### config.mk
export PLATFORM = sky130hd
export DESIGN_NAME = crtc_regfile
export DESIGN_NICKNAME = d
export VERILOG_FILES = /design/src/rtl/crtc_pkg.sv /design/src/rtl/crtc_pen_sync.sv /design/src/rtl/crtc_reg_bank.sv /design/src/rtl/crtc_read_path.sv /design/src/rtl/crtc_regfile.sv
export SDC_FILE = /design/constraint.sdc
export NUM_CORES = 1
export LEC_CHECK = 0
export BUFFER_PORTS_ARGS = -buffer_cell sky130_fd_sc_hd__buf_2
export CORE_AREA = 2 2 116 118
export DETAILED_ROUTE_END_ITERATION = 10
export DIE_AREA = 0 0 118 120
export PLACE_DENSITY = 0.74
export SYNTH_ARGS = -nofsm -noshare
export SYNTH_HDL_FRONTEND = slang
export SYNTH_SLANG_ARGS = --single-unit
### constraint.sdc
create_clock -name clk -period 1.9 [get_ports clk]
set_input_delay 0.57 -clock clk [delete_from_list [all_inputs] [get_ports clk]]
set_output_delay 0.57 -clock clk [all_outputs]
set_load 0.02 [all_outputs]
### src/rtl/crtc_pkg.sv
package crtc_pkg;

    localparam int DATA_W = 8;
    localparam int IDX_W  = 5;
    localparam int ADDR_W = 14;
    localparam int VROW_W = 7;
    localparam int HI_W   = ADDR_W - DATA_W;

    localparam logic [IDX_W-1:0] SL_HTOT    = 5'd0;
    localparam logic [IDX_W-1:0] SL_HVIS    = 5'd1;
    localparam logic [IDX_W-1:0] SL_HSPOS   = 5'd2;
    localparam logic [IDX_W-1:0] SL_SYNCW   = 5'd3;
    localparam logic [IDX_W-1:0] SL_VTOT    = 5'd4;
    localparam logic [IDX_W-1:0] SL_VADJ    = 5'd5;
    localparam logic [IDX_W-1:0] SL_VVIS    = 5'd6;
    localparam logic [IDX_W-1:0] SL_VSPOS   = 5'd7;
    localparam logic [IDX_W-1:0] SL_MODE    = 5'd8;
    localparam logic [IDX_W-1:0] SL_ROWS    = 5'd9;
    localparam logic [IDX_W-1:0] SL_CTOP    = 5'd10;
    localparam logic [IDX_W-1:0] SL_CBOT    = 5'd11;
    localparam logic [IDX_W-1:0] SL_BASE_HI = 5'd12;
    localparam logic [IDX_W-1:0] SL_BASE_LO = 5'd13;
    localparam logic [IDX_W-1:0] SL_CUR_HI  = 5'd14;
    localparam logic [IDX_W-1:0] SL_CUR_LO  = 5'd15;
    localparam logic [IDX_W-1:0] SL_PEN_HI  = 5'd16;
    localparam logic [IDX_W-1:0] SL_PEN_LO  = 5'd17;

    localparam int ST_VBLANK_BIT = 5;
    localparam int ST_PEN_BIT    = 6;

    typedef struct packed {
        logic [7:0]        h_total;
        logic [7:0]        h_disp;
        logic [7:0]        h_sync_pos;
        logic [7:0]        sync_widths;
        logic [6:0]        v_total;
        logic [4:0]        v_adjust;
        logic [6:0]        v_disp;
        logic [6:0]        v_sync_pos;
        logic [7:0]        mode_ctl;
        logic [4:0]        row_scans;
        logic [6:0]        cur_start;
        logic [4:0]        cur_end;
        logic [ADDR_W-1:0] start_addr;
        logic [ADDR_W-1:0] cursor_addr;
    } crtc_cfg_t;

    typedef struct packed {
        logic [ADDR_W-1:0] addr;
        logic              flag;
    } pen_state_t;

    function automatic logic [DATA_W-1:0] hi_byte(input logic [ADDR_W-1:0] a);
        return {{(DATA_W-HI_W){1'b0}}, a[ADDR_W-1:DATA_W]};
    endfunction

    function automatic logic [DATA_W-1:0] lo_byte(input logic [ADDR_W-1:0] a);
        return a[DATA_W-1:0];
    endfunction

    function automatic logic [DATA_W-1:0] make_status(input logic vblank, input logic pen);
        logic [DATA_W-1:0] s;
        s = '0;
        s[ST_VBLANK_BIT] = vblank;
        s[ST_PEN_BIT]    = pen;
        return s;
    endfunction

endpackage

### src/rtl/crtc_pen_sync.sv
module crtc_pen_sync #(
    parameter int STAGES = 2
) (
    input  logic clk,
    input  logic rst,
    input  logic strobe_n,
    output logic rise
);
    localparam int LAST = STAGES;

    logic [LAST:0] chain;

    always_ff @(posedge clk) begin
        if (rst) chain[0] <= 1'b0;
        else     chain[0] <= ~strobe_n;
    end

    genvar g;
    generate
        for (g = 1; g <= LAST; g++) begin : g_stage
            always_ff @(posedge clk) begin
                if (rst) chain[g] <= 1'b0;
                else     chain[g] <= chain[g-1];
            end
        end
    endgenerate

    assign rise = chain[LAST-1] & ~chain[LAST];

endmodule

### src/rtl/crtc_reg_bank.sv
module crtc_reg_bank
    import crtc_pkg::*;
(
    input  logic              clk,
    input  logic              rst,
    input  logic              wr_en,
    input  logic [IDX_W-1:0]  idx,
    input  logic [DATA_W-1:0] wdata,
    output crtc_cfg_t         cfg
);
    always_ff @(posedge clk) begin
        if (rst) begin
            cfg <= '0;
        end else if (wr_en) begin
            case (idx)
                SL_HTOT:    cfg.h_total     <= wdata;
                SL_HVIS:    cfg.h_disp      <= wdata;
                SL_HSPOS:   cfg.h_sync_pos  <= wdata;
                SL_SYNCW:   cfg.sync_widths <= wdata;
                SL_VTOT:    cfg.v_total     <= wdata[6:0];
                SL_VADJ:    cfg.v_adjust    <= wdata[4:0];
                SL_VVIS:    cfg.v_disp      <= wdata[6:0];
                SL_VSPOS:   cfg.v_sync_pos  <= wdata[6:0];
                SL_MODE:    cfg.mode_ctl    <= wdata;
                SL_ROWS:    cfg.row_scans   <= wdata[4:0];
                SL_CTOP:    cfg.cur_start   <= wdata[6:0];
                SL_CBOT:    cfg.cur_end     <= wdata[4:0];
                SL_BASE_HI: cfg.start_addr[ADDR_W-1:DATA_W]  <= wdata[HI_W-1:0];
                SL_BASE_LO: cfg.start_addr[DATA_W-1:0]       <= wdata;
                SL_CUR_HI:  cfg.cursor_addr[ADDR_W-1:DATA_W] <= wdata[HI_W-1:0];
                SL_CUR_LO:  cfg.cursor_addr[DATA_W-1:0]      <= wdata;
                default: ;
            endcase
        end
    end

endmodule

### src/rtl/crtc_read_path.sv
module crtc_read_path
    import crtc_pkg::*;
(
    input  logic              clk,
    input  logic              rst,
    input  logic              rd,
    input  logic              addr_sel,
    input  logic [IDX_W-1:0]  idx,
    input  crtc_cfg_t         cfg,
    input  pen_state_t        pen,
    input  logic [VROW_W-1:0] vrow,
    output logic [DATA_W-1:0] rdata
);
    logic              vblank;
    logic [DATA_W-1:0] slot_val;
    logic [DATA_W-1:0] next_val;

    assign vblank = (vrow >= cfg.v_disp);

    always_comb begin
        case (idx)
            SL_BASE_HI: slot_val = hi_byte(cfg.start_addr);
            SL_BASE_LO: slot_val = lo_byte(cfg.start_addr);
            SL_CUR_HI:  slot_val = hi_byte(cfg.cursor_addr);
            SL_CUR_LO:  slot_val = lo_byte(cfg.cursor_addr);
            SL_PEN_HI:  slot_val = hi_byte(pen.addr);
            SL_PEN_LO:  slot_val = lo_byte(pen.addr);
            default:    slot_val = '0;
        endcase
    end

    assign next_val = addr_sel ? slot_val : make_status(vblank, pen.flag);

    always_ff @(posedge clk) begin
        if (rst)     rdata <= '0;
        else if (rd) rdata <= next_val;
    end

endmodule

### src/rtl/crtc_regfile.sv
module crtc_regfile
    import crtc_pkg::*;
#(
    parameter int PEN_SYNC_STAGES = 2
) (
    input  logic                clk,
    input  logic                rst,
    input  logic                addr_sel,
    input  logic                wr,
    input  logic                rd,
    input  logic [DATA_W-1:0]   wdata,
    output logic [DATA_W-1:0]   rdata,
    input  logic                lpen_n,
    input  logic [VROW_W-1:0]   vrow,
    input  logic [ADDR_W-1:0]   refresh_addr,
    output logic [7:0]          h_total,
    output logic [7:0]          h_disp,
    output logic [7:0]          h_sync_pos,
    output logic [7:0]          sync_widths,
    output logic [6:0]          v_total,
    output logic [4:0]          v_adjust,
    output logic [6:0]          v_disp,
    output logic [6:0]          v_sync_pos,
    output logic [7:0]          mode_ctl,
    output logic [4:0]          row_scans,
    output logic [6:0]          cur_start,
    output logic [4:0]          cur_end,
    output logic [ADDR_W-1:0]   start_addr,
    output logic [ADDR_W-1:0]   cursor_addr
);
    logic [IDX_W-1:0] idx_q;
    crtc_cfg_t        cfg;
    pen_state_t       pen_q;
    logic             pen_rise;
    logic             pen_flag;
    logic             pen_clear;

    always_ff @(posedge clk) begin
        if (rst)                   idx_q <= '0;
        else if (wr && !addr_sel)  idx_q <= wdata[IDX_W-1:0];
    end

    crtc_reg_bank u_bank (
        .clk   (clk),
        .rst   (rst),
        .wr_en (wr && addr_sel),
        .idx   (idx_q),
        .wdata (wdata),
        .cfg   (cfg)
    );

    crtc_pen_sync #(.STAGES(PEN_SYNC_STAGES)) u_pen (
        .clk      (clk),
        .rst      (rst),
        .strobe_n (lpen_n),
        .rise     (pen_rise)
    );

    assign pen_clear = rd && addr_sel && ((idx_q == SL_PEN_HI) || (idx_q == SL_PEN_LO));

    always_ff @(posedge clk) begin
        if (rst) begin
            pen_q <= '0;
        end else if (pen_rise) begin
            pen_q.addr <= refresh_addr;
            pen_q.flag <= 1'b1;
        end else if (pen_clear) begin
            pen_q.flag <= 1'b0;
        end
    end

    assign pen_flag = pen_q.flag;

    crtc_read_path u_read (
        .clk      (clk),
        .rst      (rst),
        .rd       (rd),
        .addr_sel (addr_sel),
        .idx      (idx_q),
        .cfg      (cfg),
        .pen      (pen_q),
        .vrow     (vrow),
        .rdata    (rdata)
    );

    assign h_total     = cfg.h_total;
    assign h_disp      = cfg.h_disp;
    assign h_sync_pos  = cfg.h_sync_pos;
    assign sync_widths = cfg.sync_widths;
    assign v_total     = cfg.v_total;
    assign v_adjust    = cfg.v_adjust;
    assign v_disp      = cfg.v_disp;
    assign v_sync_pos  = cfg.v_sync_pos;
    assign mode_ctl    = cfg.mode_ctl;
    assign row_scans   = cfg.row_scans;
    assign cur_start   = cfg.cur_start;
    assign cur_end     = cfg.cur_end;
    assign start_addr  = cfg.start_addr;
    assign cursor_addr = cfg.cursor_addr;

endmodule

==> After elaboration in Yosys (flattened, before gate mapping) <==
Index checks and enable logic that the tools add are counted.
{ "word_totals": {"out_inout_bits": 119, "in_bits": 35, "register_bits": 142} }
{ "op_classes": {"bitwise_logic": 3, "n_mux": 4, "n_lt_le_gt_ge": 1, "reduce_logical": 24, "n_eq_ne": 17} }
{ "op_table": {"columns": ["cell", "n"], "rows": [
  ["$pmux 8 s6", 1],
  ["$eq 5x4->1 const B", 8],
  ["$reduce_and 2->1", 16],
  ["$eq 5x3->1 const B", 4],
  ["$eq 5x2->1 const B", 2],
  ["$eq 5x5->1 const B", 2],
  ["$mux 8", 1],
  ["$ge 7x7->1", 1],
  ["$eq 5x1->1 const B", 1],
  ["$logic_not 5->1", 1],
  ["$logic_and 1x1->1", 4],
  ["$mux 1", 2],
  ["$not 1->1", 2],
  ["$reduce_bool 2->1", 1],
  ["$and 1x1->1", 1],
  ["$logic_not 1->1", 1],
  ["$logic_or 1x1->1", 1]
]} }

==> Depth between registers and ports, before layout <==
{ "logic_depth": {"word_depth": 5, "ltp_mapped": 8, "mapped_depth_nobuf": 7} }

==> By module <==
Synthesis repeated with hierarchy kept, for this count alone.
{ "hier_totals": {"hier_cells": 565, "area_unflattened_um2": 6109.6} }
{ "modules_own_cells": {"columns": ["mod", "seq_area_each_um2", "cells_each", "area_each_um2", "instances"], "rows": [
  ["crtc_reg_bank", 2222.1, 399, 4429.2, 1],
  ["crtc_read_path", 160.2, 89, 868.3, 1],
  ["crtc_regfile", 400.4, 70, 726.9, 1],
  ["crtc_pen_sync", 60.1, 7, 85.1, 1]
]} }

==> Least setup slack after synthesis <==
OpenSTA, ideal clock, no wires.
{ "synth_timing": {"path_kind": "input -> register", "start": "in addr_sel", "end": "reg, netlist name u_bank.cfg[78]", "stages": 8, "setup_time_ns": 0.128, "t_arrival_ns": 1.865, "slack_ns": -0.092, "path_cell_list": "buf_4 nand2_2 or3_1 buf_2 or3_1 buf_6 mux2i_1 nor2_1"} }
{ "synth_via": {"elab_chain_len": 2} }
{ "synth_rtl": {"columns": ["item", "line_no", "source"], "rows": [
  ["start: declaration", "crtc_regfile.sv:8", "input logic addr_sel,"],
  ["$logic_and 1x1->1", "crtc_regfile.sv:46", ".wr_en (wr && addr_sel),"],
  ["$reduce_and 2->1 (no source line)", null, null]
]} }
No other way between the ends.
A chain may end at the register's enable or synchronous reset.

==> Worst setup path in the final report <==
{ "layout_timing": {"start": "reg, netlist name u_bank.cfg[64]", "end": "reg u_read.rdata[5]"} }
{ "layout_via": {"elab_chain_len": 2} }
{ "layout_rtl": {"columns": ["item", "line_no", "source"], "rows": [
  ["$ge 7x7->1", "crtc_read_path.sv:18", "assign vblank = (vrow >= cfg.v_disp);"],
  ["$mux 8", "crtc_read_path.sv:32", "assign next_val = addr_sel ? slot_val : make_status(vblank, pen.flag);"],
  ["end signal: assignment", "crtc_read_path.sv:36", "else if (rd) rdata <= next_val;"],
  ["end: declaration", "crtc_read_path.sv:12", "output logic [DATA_W-1:0] rdata"]
]} }
No other way between the ends.

==> results.md <==
- Status: completed
- Register bit count reported by yosys: about 140
- Dpl hpwl: approximately 11,000 um
- DRC violations left: 0
- CTS tree: built
- Antenna viol nets, final: 0
- Final TNS setup: 0 ns
- Pin count of the biggest net entering global routing: 54
- PwrDens: ~940 mW/mm2
- Met2 Track Usage GR: 32.6%
- Post-synthesis sequential area ratio: roughly 50%
- Shortest period the worst path allows: approximately 1.8 ns
- Row cnt: between 40 and 50
- Clock Latency Late Sink: between 0.4 and 0.5 ns
- Initial antenna violation count: 0
- Crit Path Category: flop to flop
- Worst path required time: about 2.2 ns
- DRT Pass-1 Iters: 5
- Hold slack: between 0.3 and 0.4 ns
- Vias in the first global route: 4,569
- GR peak layer: met2
- Reg2reg start: u_bank.cfg[64]
- # setup viols final: 0
- Crit-path max FO: 3
- Clock slew seen by the registers of the worst setup and hold paths: approximately 0.06 ns
- Most common cell after layout, fill and taps aside: buf_2
- Worst Setup End Kind: flop
- Hold_buf cts: 0
- All-Layer GR Usage: 22.0%
- GR Util met1: approximately 30%
- Post-Syn Area per Cell: 8.94 um2
- Synth-to-Final Area Change: 30.7%
- Mapped Area: roughly 0.0057 mm2
- Global placer's final weighted congestion: a little under 0.8
- Share of the synthesized area in the top cell type: between 40 and 50%
- Post-synth net total: 680
- Clk buf depth: 2
- Routed wire length: 15,400 um
- Crit path arrival time: 2.09 ns
- # H-tree levels: 4
- Global-route wire length before repair: approximately 24,000 um
- Maxcap violations: 0
- Count of final hold-check violations: 0
- Crit path launch: u_bank.cfg[64]
- Layout cells sized above 1: between 20% and 30%
- Root Driver: clkbuf_16
- Hold WC Path Type: primary input to flop
- Ys async rst share: 0%
- Count of cell types in the netlist: 40
- Maximum vdd ir drop: about 560 uV
- FF+latch area: approximately 0.0028 mm2
- Skew final: 0.00573 ns
- Die H: around 120 um
- Initial Util: a little over two fifths
- EDFF count, synth: 0
- Nets: just over 800
- Drt wl/cell: ~16 um
- Tcrit/Tclk final: 94.5%
- Core footprint: ~0.013 mm2
- Post-Route Utilization: between 50 and 60%
- Area of the multi-input gates: approximately 0.0026 mm2
- Primary FF master, synth: dfxtp_1
- Max Slew Vio Count: 0
- Top cells by area, synth: dfxtp_1 50%, mux2i_1 15%, nand2_1 5.6%
- Met3 usage: under 10%
- Peak Freq: between 500 and 600 MHz
- Sink Count: roughly 140
- GRT overflow: 0
- I/O pins: approximately 150
- Num CTS Buffers: 17
- Fill count: 1,207
- Worst Max-Slew Pin Slew: between 0.5 and 0.6 ns
- Worst setup SP type: flop
- Ant diodes: 0
- Most frequent cells in the layout: 152 x buf_2, 141 x dfxtp_1, 86 x mux2i_1, 85 x nand2_1, 80 x nor2_1
- RSZ-0062 raised after global routing: no
- Leak: 3.26 nW
- PortBufs: 153
- Synth area leader: dfxtp_1
- Die ar.: around 0.014 mm2
- Via count: about 4,900
- Synthesized instance count: around 640
- Vias per cell: roughly 5.1
- Hold Startpoint: lpen_n
- DRT iter0 DRCs: between 300 and 400
- Slew margin rel.: 63.6%
- Warnings, synthesis: 0
- Die Width: 118 um
## power by group
group	switching (W)	internal [W]	leakage, nW	total [W]
Combinational	0.000279	0.000151	1.83	0.000430
Clock	0.00123	0.00226	0.289	0.00349
Sequential	0.0000292	0.00302	1.15	0.00305
Total	0.00154	0.00543	3.26	0.00697
## kinds of logic after synthesis
logic type | count (synthesis) | synth area share (%)
buffers and inverters | 64 | 4.61
flip-flops | 142 | 49.8
AO/OA/AOI/OAI | 83 | 8.12
adder cells (fa/ha/maj) | 7 | 1.54
AND/OR/NAND/NOR | 251 | 19.6
multiplexers | 91 | 16.3
## state kept, by name, indices dropped and copies added, names as in the netlist
name / count
u_read.rdata: 8
u_pen.chain: 3
pen_q: 14
idx_q: 5
u_bank.cfg: 111
pen_flag: 1
## what timing repair did
| action | 4_1_cts | 5_1_grt |
|---|---|---|
| gates resized for setup | 1 | 6 |
| setup endpoints to repair | 13 | 29 |
| buffers inserted | 0 | 0 |
## worst paths after layout
check                          to  slack (ns)  cells past startpoint
setup / recovery  u_read.rdata[5]        0.10                      7
hold / removal     u_pen.chain[0]        0.31                      2
hold reg to reg   u_bank.cfg[108]        0.45                      2
setup reg to reg  u_read.rdata[5]        0.10                      7
## layer usage
layer / share of wire, % / wire length [um]
met1: 47 / 7240
met2: 44 / 6770
met4: 2.2 / 341
met5: 0 / 0
met3: 6.7 / 1020
## final cells by class
type / count / area share (%)
Timing Repair Buffer: 185 / 14.7
Clock inverter: 9 / 2.13
Inverter: 10 / 0.504
Multi-Input combinational cell: 432 / 35.3
Sequential cell: 142 / 38.2
Clock buffer: 22 / 6.23
Tap cell: 176 / 2.95
## cell usage after synthesis (6+ instances only)
master,count
dfxtp_1,142
mux2i_1,86
nand2_1,85
nor2_1,81
a21oi_1,60
nand3_1,46
clkbuf_1,42
inv_1,10
buf_2,8
nand2b_1,8
ha_1,7
nor3_1,7
nor2_2,6
o21ai_0,6
o221ai_1,6
## stage by stage
step	area, um2	power [W]	setup WS, ns	cells
final	7450	0.00697	0.105	976
after global routing	7450	0.00721	0.0256	976
after CTS	7430	0.00702	0.0667	976
after detailed placement	6810	0.00354	-0.234	945
after global placement	6810	0.00353	-0.148	945
after floorplan	5720	0.00337	-0.0526	638
## critical path, cell delays in order (launching register included)
cell and delay, ns:
dfxtp_1 0.35, inv_1 0.05, ha_1 0.28, a211o_1 0.26, o211ai_1 0.10, o2111ai_2 0.20, a222oi_1 0.35, nor2_1 0.07
(Power assumes the default switching activity.)
